[config.mk]
export PLATFORM = sky130hd
export DESIGN_NAME = tdm_prbs_monitor
export DESIGN_NICKNAME = d
export VERILOG_FILES = /design/src/rtl/tdm_bert_pkg.sv /design/src/rtl/tdm_bert_win.sv /design/src/rtl/tdm_bert_prbs_chk.sv /design/src/rtl/tdm_bert_lock.sv /design/src/rtl/tdm_bert_errcnt.sv /design/src/rtl/tdm_prbs_monitor.sv
export SDC_FILE = /design/constraint.sdc
export NUM_CORES = 1
export LEC_CHECK = 0
export ABC_AREA = 1
export CORE_MARGIN = 2
export CORE_UTILIZATION = 45
export CTS_CLUSTER_DIAMETER = 200
export DETAILED_ROUTE_END_ITERATION = 6
export PLACE_DENSITY_LB_ADDON = 0.1
export SYNTH_ARGS = -nofsm -noshare
export SYNTH_HDL_FRONTEND = slang
export SYNTH_SLANG_ARGS = --single-unit
[constraint.sdc]
create_clock -name clk_i -period 9.99 [get_ports clk_i]
set_input_delay 0.999 -clock clk_i [delete_from_list [all_inputs] [get_ports clk_i]]
set_output_delay 0.999 -clock clk_i [all_outputs]
set_load 0.01 [all_outputs]
[src/rtl/tdm_bert_pkg.sv]
package tdm_bert_pkg;

  localparam int unsigned PRBS_ORDER = 15;
  localparam int unsigned PRBS_TAP   = 14;

  typedef enum logic {
    ST_HUNT   = 1'b0,
    ST_LOCKED = 1'b1
  } lock_state_e;

  function automatic logic [5:0] ones32(input logic [31:0] v);
    logic [5:0] n;
    n = '0;
    for (int i = 0; i < 32; i++) n = n + {5'd0, v[i]};
    return n;
  endfunction

endpackage

[src/rtl/tdm_bert_win.sv]
module tdm_bert_win #(
  parameter int unsigned CH_W = 8
) (
  input  logic            rx_en_i,
  input  logic            byte_vld_i,
  input  logic [CH_W-1:0] ch_idx_i,
  input  logic [CH_W-1:0] start_ch_i,
  input  logic [CH_W:0]   span_len_i,
  output logic            hit_o
);
  logic [CH_W-1:0] off;

  // modulo distance from the first slot lets the run wrap
  assign off   = ch_idx_i - start_ch_i;
  assign hit_o = rx_en_i & byte_vld_i & ({1'b0, off} < span_len_i);
endmodule

[src/rtl/tdm_bert_prbs_chk.sv]
module tdm_bert_prbs_chk #(
  parameter int unsigned DATA_W = 8,
  parameter int unsigned ORDER  = tdm_bert_pkg::PRBS_ORDER,
  parameter int unsigned TAP    = tdm_bert_pkg::PRBS_TAP
) (
  input  logic              clk_i,
  input  logic              rst_ni,
  input  logic              flush_i,
  input  logic              step_i,
  input  logic [DATA_W-1:0] data_i,
  output logic [DATA_W-1:0] err_o
);
  logic [ORDER-1:0] hist_q, hist_d;

  always_comb begin
    logic [ORDER-1:0] h;
    logic             pred;
    h     = hist_q;
    err_o = '0;
    for (int i = DATA_W - 1; i >= 0; i--) begin
      pred     = h[ORDER-1] ^ h[TAP-1];
      err_o[i] = data_i[i] ^ pred;
      h        = {h[ORDER-2:0], data_i[i]};  // self-sync: shift received bit
    end
    hist_d = h;
  end

  always_ff @(posedge clk_i or negedge rst_ni) begin
    if (!rst_ni)      hist_q <= '0;
    else if (flush_i) hist_q <= '0;
    else if (step_i)  hist_q <= hist_d;
  end
endmodule

[src/rtl/tdm_bert_lock.sv]
module tdm_bert_lock #(
  parameter int unsigned GOOD_N = 16,
  parameter int unsigned BAD_N  = 8,
  parameter int unsigned BLK_N  = 64
) (
  input  logic clk_i,
  input  logic rst_ni,
  input  logic flush_i,
  input  logic step_i,
  input  logic byte_err_i,
  output logic lock_o
);
  import tdm_bert_pkg::*;

  localparam int unsigned GW = $clog2(GOOD_N);
  localparam int unsigned BW = $clog2(BAD_N + 1);
  localparam int unsigned KW = $clog2(BLK_N);

  lock_state_e     st_q;
  logic [GW-1:0]   good_q;
  logic [BW-1:0]   bad_q, bad_n;
  logic [KW-1:0]   blk_q;

  assign bad_n  = bad_q + {{(BW-1){1'b0}}, byte_err_i};
  assign lock_o = (st_q == ST_LOCKED);

  always_ff @(posedge clk_i or negedge rst_ni) begin
    if (!rst_ni) begin
      st_q   <= ST_HUNT;
      good_q <= '0;
      bad_q  <= '0;
      blk_q  <= '0;
    end else if (flush_i) begin
      st_q   <= ST_HUNT;
      good_q <= '0;
      bad_q  <= '0;
      blk_q  <= '0;
    end else if (step_i) begin
      unique case (st_q)
        ST_HUNT: begin
          if (byte_err_i) begin
            good_q <= '0;
          end else if (good_q == GW'(GOOD_N - 1)) begin
            st_q   <= ST_LOCKED;
            good_q <= '0;
            bad_q  <= '0;
            blk_q  <= '0;
          end else begin
            good_q <= good_q + 1'b1;
          end
        end
        ST_LOCKED: begin
          if (bad_n == BW'(BAD_N)) begin
            st_q   <= ST_HUNT;
            good_q <= '0;
            bad_q  <= '0;
            blk_q  <= '0;
          end else if (blk_q == KW'(BLK_N - 1)) begin
            bad_q <= '0;
            blk_q <= '0;
          end else begin
            bad_q <= bad_n;
            blk_q <= blk_q + 1'b1;
          end
        end
        default: st_q <= ST_HUNT;
      endcase
    end
  end
endmodule

[src/rtl/tdm_bert_errcnt.sv]
module tdm_bert_errcnt #(
  parameter int unsigned CNT_W = 16,
  parameter int unsigned ADD_W = 6
) (
  input  logic             clk_i,
  input  logic             rst_ni,
  input  logic             flush_i,
  input  logic             clr_i,
  input  logic             add_en_i,
  input  logic [ADD_W-1:0] add_i,
  output logic [CNT_W-1:0] cnt_o
);
  logic [CNT_W:0] sum;

  assign sum = {1'b0, cnt_o} + (CNT_W+1)'(add_i);

  always_ff @(posedge clk_i or negedge rst_ni) begin
    if (!rst_ni)              cnt_o <= '0;
    else if (flush_i | clr_i) cnt_o <= '0;
    else if (add_en_i)        cnt_o <= sum[CNT_W] ? '1 : sum[CNT_W-1:0];
  end
endmodule

[src/rtl/tdm_prbs_monitor.sv]
module tdm_prbs_monitor #(
  parameter int unsigned CH_W   = 8,
  parameter int unsigned DATA_W = 8,
  parameter int unsigned CNT_W  = 16,
  parameter int unsigned GOOD_N = 16,
  parameter int unsigned BAD_N  = 8,
  parameter int unsigned BLK_N  = 64
) (
  input  logic              clk_i,
  input  logic              rst_ni,
  input  logic              rx_en_i,
  input  logic [CH_W-1:0]   start_ch_i,
  input  logic [CH_W:0]     span_len_i,
  input  logic [CH_W-1:0]   ch_idx_i,
  input  logic              byte_vld_i,
  input  logic [DATA_W-1:0] rx_data_i,
  input  logic              err_clr_i,
  output logic              lock_o,
  output logic [CNT_W-1:0]  err_cnt_o
);
  localparam int unsigned ADD_W = 6;

  logic              mon_step;
  logic              flush;
  logic [DATA_W-1:0] err_bits;
  logic [ADD_W-1:0]  n_err;

  assign flush = ~rx_en_i;
  assign n_err = tdm_bert_pkg::ones32(32'(err_bits));

  tdm_bert_win #(.CH_W(CH_W)) u_win (
    .rx_en_i    (rx_en_i),
    .byte_vld_i (byte_vld_i),
    .ch_idx_i   (ch_idx_i),
    .start_ch_i (start_ch_i),
    .span_len_i (span_len_i),
    .hit_o      (mon_step)
  );

  tdm_bert_prbs_chk #(.DATA_W(DATA_W)) u_chk_prbs (
    .clk_i   (clk_i),
    .rst_ni  (rst_ni),
    .flush_i (flush),
    .step_i  (mon_step),
    .data_i  (rx_data_i),
    .err_o   (err_bits)
  );

  tdm_bert_lock #(.GOOD_N(GOOD_N), .BAD_N(BAD_N), .BLK_N(BLK_N)) u_lock (
    .clk_i      (clk_i),
    .rst_ni     (rst_ni),
    .flush_i    (flush),
    .step_i     (mon_step),
    .byte_err_i (|err_bits),
    .lock_o     (lock_o)
  );

  // count uses lock state prior to this byte
  tdm_bert_errcnt #(.CNT_W(CNT_W), .ADD_W(ADD_W)) u_cnt (
    .clk_i    (clk_i),
    .rst_ni   (rst_ni),
    .flush_i  (flush),
    .clr_i    (err_clr_i),
    .add_en_i (mon_step & lock_o),
    .add_i    (n_err),
    .cnt_o    (err_cnt_o)
  );
endmodule

==> results of run 1 <==
## cell families (layout without fill, tap and decap cells)
logic type               after synthesis  count (layout)  share of synthesized area
AND/OR/NAND/NOR                      277             277                      0.341
adder cells (fa/ha/maj)               31              31                      0.120
buffers and inverters                 91             147                      0.101
AO/OA/AOI/OAI                         44              44                     0.0713
flip-flops                            46              46                      0.318
XOR/XNOR                              20              20                     0.0485
## routing by layer
layer  global-route usage  share of wire  vias to the layer above
met5                    0              0                        -
met4               0.0471          0.012                        0
met3               0.0322          0.045                       10
met2                0.359           0.47                       61
met1                0.258           0.47                     1512
li1                     -              -                     1719
## final timing paths
| kind | from | end | slack, ps | cells past startpoint |
|---|---|---|---|---|
| setup / recovery | rx_data_i[0] | u_cnt.cnt_o[6] | 5040 | 18 |
| hold / removal | u_lock.bad_q[0] | u_lock.bad_q[0] | 490 | 2 |
| setup reg to reg | u_chk_prbs.hist_q[7] | u_cnt.cnt_o[6] | 5770 | 17 |
| hold reg to reg | u_lock.bad_q[0] | u_lock.bad_q[0] | 490 | 2 |
| max in group asynchronous | rst_ni | u_lock.good_q[1] | 8450 | 1 |
| min in group asynchronous | rst_ni | u_chk_prbs.hist_q[2] | 890 | 1 |
## layout make-up
type	instances	area [um^2]	area share
Multi-Input combinational cell	372	2100	0.485
Clock inverter	2	12.5	0.00289
Clock buffer	6	82.6	0.0191
Tap cell	102	128	0.0295
Inverter	84	315	0.0728
Sequential cell	46	1150	0.266
Timing Repair Buffer	55	543	0.125
## power by group through the flow
| stage | sequential (mW) | clock (mW) | combinational [mW] |
|---|---|---|---|
| 3_5_place_dp | 0.198 | 0 | 0.161 |
| 4_1_cts | 0.194 | 0.128 | 0.164 |
| 6_report | 0.194 | 0.124 | 0.161 |
| 5_1_grt | 0.195 | 0.136 | 0.184 |
| 2_1_floorplan | 0.197 | 0 | 0.111 |
| 3_3_place_gp | 0.198 | 0 | 0.158 |
## flip-flops by register name, indices dropped and copies added (netlist names)
register and count:
u_chk_prbs.hist_q 15, u_cnt.cnt_o 16, u_lock.bad_q 4, u_lock.blk_q 6, u_lock.good_q 4, u_lock.lock_o 1
## cell usage in the layout (no fill, tap or decap), types with 11 or more instances in the layout
| cell | n |
|---|---|
| xor2_1 | 11 |
| dfrtp_1 | 46 |
| nand3_1 | 35 |
| o22ai_1 | 12 |
| nand2_1 | 174 |
| clkdlybuf4s50_1 | 53 |
| ha_1 | 25 |
| nand4_1 | 17 |
| nor2_1 | 26 |
| inv_1 | 80 |
| o21ai_0 | 13 |
## critical path: cells and delay by family
family                     cells  cell delay [ps]
adders and majority gates      5             2210
AOI/OAI and AO/OA              2              390
buffers and inverters          6              930
xor gates and xnor gates       2              280
and+or+nand+nor                3              400
## per-stage QoR
| stage | instances | hold WS, ps |
|---|---|---|
| floorplan | 509 | 448 |
| global placement | 659 | 462 |
| detailed placement | 659 | 471 |
| CTS | 667 | 492 |
| global route | 667 | 540 |
| finish | 667 | 492 |
==> impl_metrics.csv, run 1 <==
group,metric,value,unit
status,run_status,"finished, final reports clean",
drt,drt-total-wl,8.14,mm
logic_synthesis,syn-num-nets,578,
power,p_leak,2.29,nW
global_routing,grt_util_all_layers,0.202,
clocking,cts_resized,0,
layout,syn2layout_area_growth,19.8,%
floorplan,coreArea,7770,um^2
clocking,post-cts-setup-buffers,0,
power,clkPwrFrac,0.259,
power,ir_worst_vdd,0.0634,mV
timing,fin_crit,4950,ps
worst_setup_path,path_class,"input port to flop",
layout,n_antenna_cell,0,
drt,wl_per_cell,12.2,um
floorplan,rows,32,
clocking,cts-hold-fix-buffers,0,
logic_synthesis,yosysTopAreaCellShare,0.318,
timing,post-route-period-util,0.496,
worst_setup_path,crit_chain,"clkdlybuf4s50_1 -> xnor2_1 -> xor2_1 -> fa_1 -> inv_1 -> fa_1 -> inv_1 -> fa_1 -> fa_1 -> inv_1 -> fa_1 -> inv_1 -> nor2_1 -> o21a_1 -> nand2_2 -> inv_1 -> o21ai_0 -> nand2_1",
logic_synthesis,syn_inst,509,
timing,slew_headroom,0.288,
place,dpl_cell_area,4240,um^2
clocking,cts_root_buf,"clkbuf_8",
drt,ant_nets,0,
global_routing,grt_pass1_vias,3244,
drt,num_vias,3302,
layout,num-fill-cells,767,
global_routing,grt.overflow.total,0,
clocking,cts.htree.levels,2,
logic_synthesis,synth_edf_count,0,
worst_setup_path,cpMaxStageDelayCell,"fa_1",
layout,finalNetCount,633,
layout,utilization,0.558,
timing,finalWorstSetupSlack,5040,ps
place,numPortBuffers,54,
clocking,clk_latency,310,ps
logic_synthesis,synth-seq-cells,46,
logic_synthesis,yosysTopAreaCell,"dfrtp_1",
timing,skew,8.01,ps
flow_run,maxCapViolCount,0,
clocking,clockBufferDepth,2,
worst_setup_path,critPathCaptureType,"flop",
worst_setup_path,required,10240,ps
floorplan,die_w,93.6,um
logic_synthesis,synthArstFlopShare,1.00,
layout,design_area,4330,um^2
global_routing,grt_start_max_net_pins,47,
drt,viasPerCell,4.95,
timing,setup_violations,0,
logic_synthesis,synth_flop_cell,"dfrtp_1",
place,post-dp-hpwl,6.14,mm
floorplan,die_h,93.6,um
floorplan,io_pins,55,
clocking,cts_buffers,5,
power,pwr-share-seq,0.405,
logic_synthesis,synth_most_common_cell,"nand2_1",
power,netSwitchingPower,0.164,mW
power,switching_share,0.342,
logic_synthesis,synthTopCellsByCount,"174 x nand2_1, 80 x inv_1, 46 x dfrtp_1, 35 x nand3_1, 26 x nor2_1",
floorplan,initial_core_util,0.465,
layout,drive_above_1_share,0.0566,
logic_synthesis,ys_warn_count,0,
global_routing,antenna_found_initial,0,
power,intPower,0.315,mW
worst_setup_path,worst_setup_path_start_kind,"input port",
worst_setup_path,arrival,5200,ps
logic_synthesis,synthTopCellsByArea,"dfrtp_1 32%, nand2_1 18%, ha_1 8.7%",
drt,drc,0,
logic_synthesis,synth-seq-area-share,0.318,
floorplan,die_area,8770,um^2
timing,slew_viol_final,0,
clocking,clk_pin_slew_worst_paths,90,ps
power,totalPowerFinal,0.480,mW
timing,tns,0,ps
power,power_density,111,nW/um^2
place,place.gp.congestion,0.841,
clocking,cts_tree,"done",
timing,timing.fmax,202,MHz
clocking,clock-sinks,46,
drt,first_iter_violations,99,
drt,first_pass_iters,4,
worst_setup_path,cp_slowest_stage_delay,560,ps
worst_hold_path,holdCritPathClass,"flop to flop",
worst_setup_path,critPathMaxFanout,6,
power,comb_power_share,0.336,
logic_synthesis,synth_cell_type_count,34,
place,post-place-ws,4680,ps
timing,rsz0062_at_grt,"false",
logic_synthesis,syn_area,3610,um^2
timing,hold_violations,0,
logic_synthesis,avgSynthCellArea,7.10,um^2
timing,tightestPinTransition,1070,ps
global_routing,grt_pass1_wl,14.3,mm
Note: power is estimated with default switching activity, not from simulation.
==> inputs of run 2 (changes only) <==
- clock period: 9.99 -> 4.8 ns (I/O delays scaled with it)
==> run 2 against run 1 <==
  * Highest routed layer unchanged
  * Sequential cell count stayed put
  * Die area stayed put
  * Critical endpoint unchanged
  * Clock skew is 3.5 ps higher
  * Critical path type unchanged
  * Largest power group unchanged
==> impl_metrics.csv, run 2 (synthesis gave the netlist of run 1 again) <==
group,metric,value,unit
status,run_status,"finished, final reports clean",
drt,drt-met1-wl,3.96,mm
timing,slew_headroom,0.287,
layout,syn2layout_area_growth,20.2,%
clocking,post-cts-setup-buffers,0,
floorplan,coreArea,7770,um^2
global_routing,grt_start_max_net_pins,47,
clocking,clockBufferDepth,2,
drt,wl_per_cell,12.2,um
drt,viasPerCell,4.94,
timing,timing.fmax,224,MHz
global_routing,grt.overflow.total,0,
clocking,cts.htree.levels,2,
layout,final_common_cell,"nand2_1",
floorplan,initial_core_util,0.465,
global_routing,grt_util_all_layers,0.204,
global_routing,grt_pass1_wl,14.4,mm
drt,highest_layer,"met4",
drt,drc,0,
timing,slew_viol_final,0,
clocking,clk_pin_slew_worst_paths,90,ps
clocking,cts_root_buf,"clkbuf_8",
floorplan,io_pins,55,
timing,fin_crit,4460,ps
place,place.gp.congestion,0.841,
worst_setup_path,arrival,4690,ps
timing,rsz0062_at_grt,"false",
global_routing,antenna_found_initial,0,
timing,skew,11.5,ps
clocking,cts-hold-fix-buffers,0,
power,switching_share,0.326,
worst_setup_path,path_class,"input port to flop",
drt,first_iter_violations,139,
layout,layout_common_cells,"174 x nand2_1, 80 x inv_1, 53 x clkdlybuf4s50_1, 46 x dfrtp_1, 35 x nand3_1",
layout,finalNetCount,633,
drt,ant_nets,0,
power,ir_worst_vdd,0.126,mV
power,power_density,236,nW/um^2
clocking,cts_buffers,5,
power,intPower,0.693,mW
power,netSwitchingPower,0.335,mW
clocking,clk_latency,300,ps
timing,finalWorstSetupSlack,341,ps
clocking,clock-sinks,46,
drt,first_pass_iters,4,
floorplan,die_w,93.6,um
layout,drive_above_1_share,0.0549,
timing,post-route-period-util,0.929,
layout,n_antenna_cell,0,
drt,wl_met2,3.83,mm
layout,largest-register,"u_cnt.cnt_o",
layout,num-fill-cells,757,
floorplan,die_area,8770,um^2
timing,setup_violations,0,
worst_setup_path,critPathCaptureType,"flop",
place,post-dp-hpwl,6.09,mm
drt,met3_length,276,um
worst_setup_path,worst_setup_path_start_kind,"input port",
worst_setup_path,required,5030,ps
floorplan,rows,32,
power,comb_power_share,0.319,
timing,whs,375,ps
power,pwr-share-seq,0.394,
floorplan,die_h,93.6,um
worst_hold_path,holdCritPathClass,"input port to asynchronous set/reset pin",
worst_setup_path,critPathMaxFanout,6,
power,p_leak,2.29,nW
timing,hold_violations,0,
layout,largest_register_ffs,16,
flow_run,maxCapViolCount,0,
layout,top_regs,"u_cnt.cnt_o (16), u_chk_prbs.hist_q (15), u_lock.blk_q (6)",
global_routing,grt_pass1_vias,3229,
timing,tns,0,ps
power,totalPowerFinal,1.03,mW
clocking,cts_tree,"done",
place,post-place-ws,11.0,ps
timing,tightestPinTransition,1070,ps
place,numPortBuffers,54,
drt,drt-total-wl,8.15,mm
drt,num_vias,3292,
power,clkPwrFrac,0.287,
clocking,cts_resized,0,
run 2: layout make-up:
type	instances	area [um^2]	share of cell area
multi-input combinational	372	2100	0.483
sequential	46	1150	0.265
timing repair buffer	55	543	0.125
inverter	84	315	0.0725
tap	102	128	0.0294
clock buffer	6	72.6	0.0167
clock inverter	2	37.5	0.00864
run 2: per-stage QoR:
stage | cells | utilization | instance area (um^2)
after global placement | 659 | 0.545 | 4240
final | 667 | 0.560 | 4350
after global routing | 667 | 0.560 | 4350
after detailed placement | 659 | 0.545 | 4240
after floorplan | 509 | - | 3610
after CTS | 667 | 0.560 | 4350
run 2: path summary, 6_finish.rpt:
kind	slack, ps	cells past startpoint	endpoint	start
max	340	18	u_cnt.cnt_o[6]	rx_data_i[0]
max reg2reg	550	17	u_cnt.cnt_o[6]	u_chk_prbs.hist_q[7]
max in group asynchronous	3770	1	u_lock.good_q[0]	rst_ni
min in group clk_i	490	2	u_lock.bad_q[0]	u_lock.bad_q[0]
min	380	1	u_chk_prbs.hist_q[2]	rst_ni
min reg2reg	490	2	u_lock.bad_q[0]	u_lock.bad_q[0]
run 2: critical path, cell delays in order:
cell and delay [ps]:
clkdlybuf4s50_1 510, xnor2_1 150, xor2_1 140, fa_1 550, inv_1 50, fa_1 500
inv_1 50, fa_1 500, fa_1 440, inv_1 80, fa_1 200, inv_1 50
nor2_1 160, o21a_1 280, nand2_2 140, inv_1 170, o21ai_0 120, nand2_1 110
run 2: power groups by stage:
stage               Clock, mW  Combinational (mW)  Sequential [mW]
floorplan                   0               0.230            0.411
global placement            0               0.328            0.412
detailed placement          0               0.326            0.412
CTS                     0.306               0.333            0.404
global route            0.323               0.383            0.406
finish                  0.295               0.328            0.404
run 2: per-layer routing:
metal  track usage  vias up
met5             0        -
li1              -     1726
met3        0.0298        8
met4        0.0483        0
met1         0.268     1496
met2         0.356       62
==> inputs of run 3 (changes only) <==
- clock period: 4.8 -> 3.8 ns (I/O delays scaled with it)
==> run 3 against run 2 <==
  * The run now ends with negative setup slack left
  * Sequential power rose by 26%
  * Global-route usage fell by 0.15 points
  * Clock-buffer cell count did not move
  * Register-to-register slack got worse by 630 ps
  * Cell count rose by 3.3%
  * Sequential share of layout area fell by 1.3 points
  * First-iteration DRC count fell by 21%
  * Non-clock buffer count rose by 22
  * Setup slack got worse by 420 ps
  * Combinational power rose by 56%
  * Critical path type is now flop to flop
  * Largest cell class unchanged
==> impl_metrics.csv, run 3 (synthesis gave the netlist of run 1 again) <==
group,metric,value,unit
status,run_status,"finished, violations left",
status,violations,"negative setup slack",
timing,slew_viol_final,0,
worst_setup_path,path_class,"flop to flop",
layout,drive_above_1_share,0.118,
layout,design_area,4580,um^2
worst_setup_path,cpMostUsedCell,"fa_1",
drt,first_pass_iters,4,
floorplan,rows,32,
worst_setup_path,critPathCaptureType,"flop",
clocking,clock-sinks,46,
drt,drt-total-wl,8.22,mm
layout,n_antenna_cell,0,
worst_setup_path,cpMaxStageDelayCell,"fa_1",
layout,top_regs,"u_cnt.cnt_o (16), u_chk_prbs.hist_q (15), u_lock.blk_q (6)",
clocking,clk_latency,300,ps
layout,syn2layout_area_growth,26.6,%
worst_setup_path,arrival,4080,ps
floorplan,die_area,8770,um^2
layout,utilization,0.589,
global_routing,grt_pass1_vias,3246,
power,intPower,0.937,mW
timing,hold_violations,0,
power,clkPwrFrac,0.269,
drt,ant_nets,0,
timing,tns,-307,ps
global_routing,grt.overflow.total,0,
timing,timing.fmax,258,MHz
clocking,cts_buffers,5,
layout,final_common_cell,"nand2_1",
drt,viasPerCell,4.91,
clocking,clockBufferDepth,2,
floorplan,die_h,93.6,um
clocking,cts_root_buf,"clkbuf_8",
drt,drc,0,
layout,num-fill-cells,745,
power,power_density,306,nW/um^2
worst_setup_path,worst_setup_path_start_kind,"flop",
place,dpl_cell_area,4360,um^2
layout,layout_common_cells,"172 x nand2_1, 77 x inv_1, 50 x clkdlybuf4s50_1, 46 x dfrtp_1, 35 x nand3_1",
timing,tightestPinTransition,617,ps
power,totalPowerFinal,1.40,mW
timing,whs,165,ps
place,numPlacedInstances,675,
timing,finalWorstSetupSlack,-81.7,ps
flow_run,maxCapViolCount,0,
clocking,cts_tree,"done",
timing,setup_violations,10,
drt,wl_per_cell,11.9,um
floorplan,coreArea,7770,um^2
floorplan,io_pins,55,
global_routing,grt_util_all_layers,0.202,
drt,num_vias,3381,
global_routing,grt_pass1_wl,14.3,mm
layout,finalNetCount,655,
worst_setup_path,cp_slowest_stage_delay,520,ps
worst_hold_path,holdCritPathClass,"input port to asynchronous set/reset pin",
floorplan,initial_core_util,0.465,
power,netSwitchingPower,0.462,mW
global_routing,antenna_found_initial,0,
power,switching_share,0.330,
timing,fin_crit,3880,ps
worst_setup_path,required,4000,ps
global_routing,grt_start_max_net_pins,47,
worst_setup_path,r2r_setup_slack,-80,ps
timing,skew,4.66,ps
place,place.gp.congestion,0.852,
drt,first_iter_violations,110,
place,numPortBuffers,54,
layout,largest_register_ffs,16,
clocking,cts.htree.levels,2,
power,comb_power_share,0.366,
power,p_leak,2.42,nW
timing,rsz0062_at_grt,"true",
layout,largest-register,"u_cnt.cnt_o",
timing,slew_headroom,0.589,
place,post-dp-hpwl,6.03,mm
clocking,cts-hold-fix-buffers,0,
place,post-place-ws,-676,ps
floorplan,die_w,93.6,um
power,pwr-share-seq,0.365,
worst_setup_path,critPathMaxFanout,5,
clocking,clk_pin_slew_worst_paths,90,ps
layout,fin_cells,689,
power,ir_worst_vdd,0.185,mV
worst_setup_path,crit_chain,"buf_4 -> xor2_1 -> fa_1 -> inv_1 -> fa_1 -> inv_1 -> fa_1 -> fa_2 -> inv_2 -> fa_2 -> inv_2 -> nor2_4 -> o21a_4 -> buf_6 -> xor2_1 -> o21ai_1 -> nand2_1",
timing,post-route-period-util,1.02,
==> run 3: cell count changes in the layout (fill, tap and decap cells not counted), sizes merged <==
cell / delta
buf: +22
clkdlybuf4s50: -3
dlygate4sd2: +3
==> run 3: path summary, 6_finish.rpt <==
check / start / to / depth (start not counted)
setup / recovery: u_chk_prbs.hist_q[7] / u_cnt.cnt_o[8] / 17
hold / removal: rst_ni / u_chk_prbs.hist_q[9] / 2
setup reg to reg: u_chk_prbs.hist_q[7] / u_cnt.cnt_o[8] / 17
hold reg to reg: u_lock.bad_q[0] / u_lock.bad_q[0] / 2
max in group asynchronous: rst_ni / u_cnt.cnt_o[7] / 2
min in group clk_i: u_lock.bad_q[0] / u_lock.bad_q[0] / 2
==> run 3: metal layers <==
metal	vias up	GRT usage	wire [um]
li1	1770	-	-
met1	1552	0.261	3960
met2	53	0.355	3910
met3	6	0.0306	287
met4	0	0.0531	64
met5	-	0	0
==> run 3: worst max-delay path: cells and delay by family (launching register included) <==
family	cells	cell delay, ps
simple gates	2	100
buf+inv	6	490
fa+ha+maj	5	2080
compound gates	2	360
flops	1	430
xor+xnor	2	320
==> run 3: layout make-up <==
class / count / area, um^2 / area share
repair buffers: 77 / 708 / 0.155
flip-flops and latches: 46 / 1150 / 0.252
well taps: 102 / 128 / 0.0279
clock buffers: 6 / 72.6 / 0.0159
clock inverters: 2 / 37.5 / 0.00820
inverters: 84 / 318 / 0.0694
multi-input cells: 372 / 2160 / 0.472
==> run 3: what timing repair did <==
action | CTS | global route
setup endpoints to repair | 16 | 16
pin swaps | 18 | 6
setup buffers | 3 | 3
gates resized for setup | 17 | 7
==> run 3: power by group through the flow <==
stage          Clock, mW  Sequential, mW  Combinational (mW)
6_report           0.377           0.511               0.512
5_1_grt            0.407           0.513               0.590
4_1_cts            0.388           0.510               0.493
3_5_place_dp           0           0.520               0.458
3_3_place_gp           0           0.520               0.458
2_1_floorplan          0           0.519               0.297
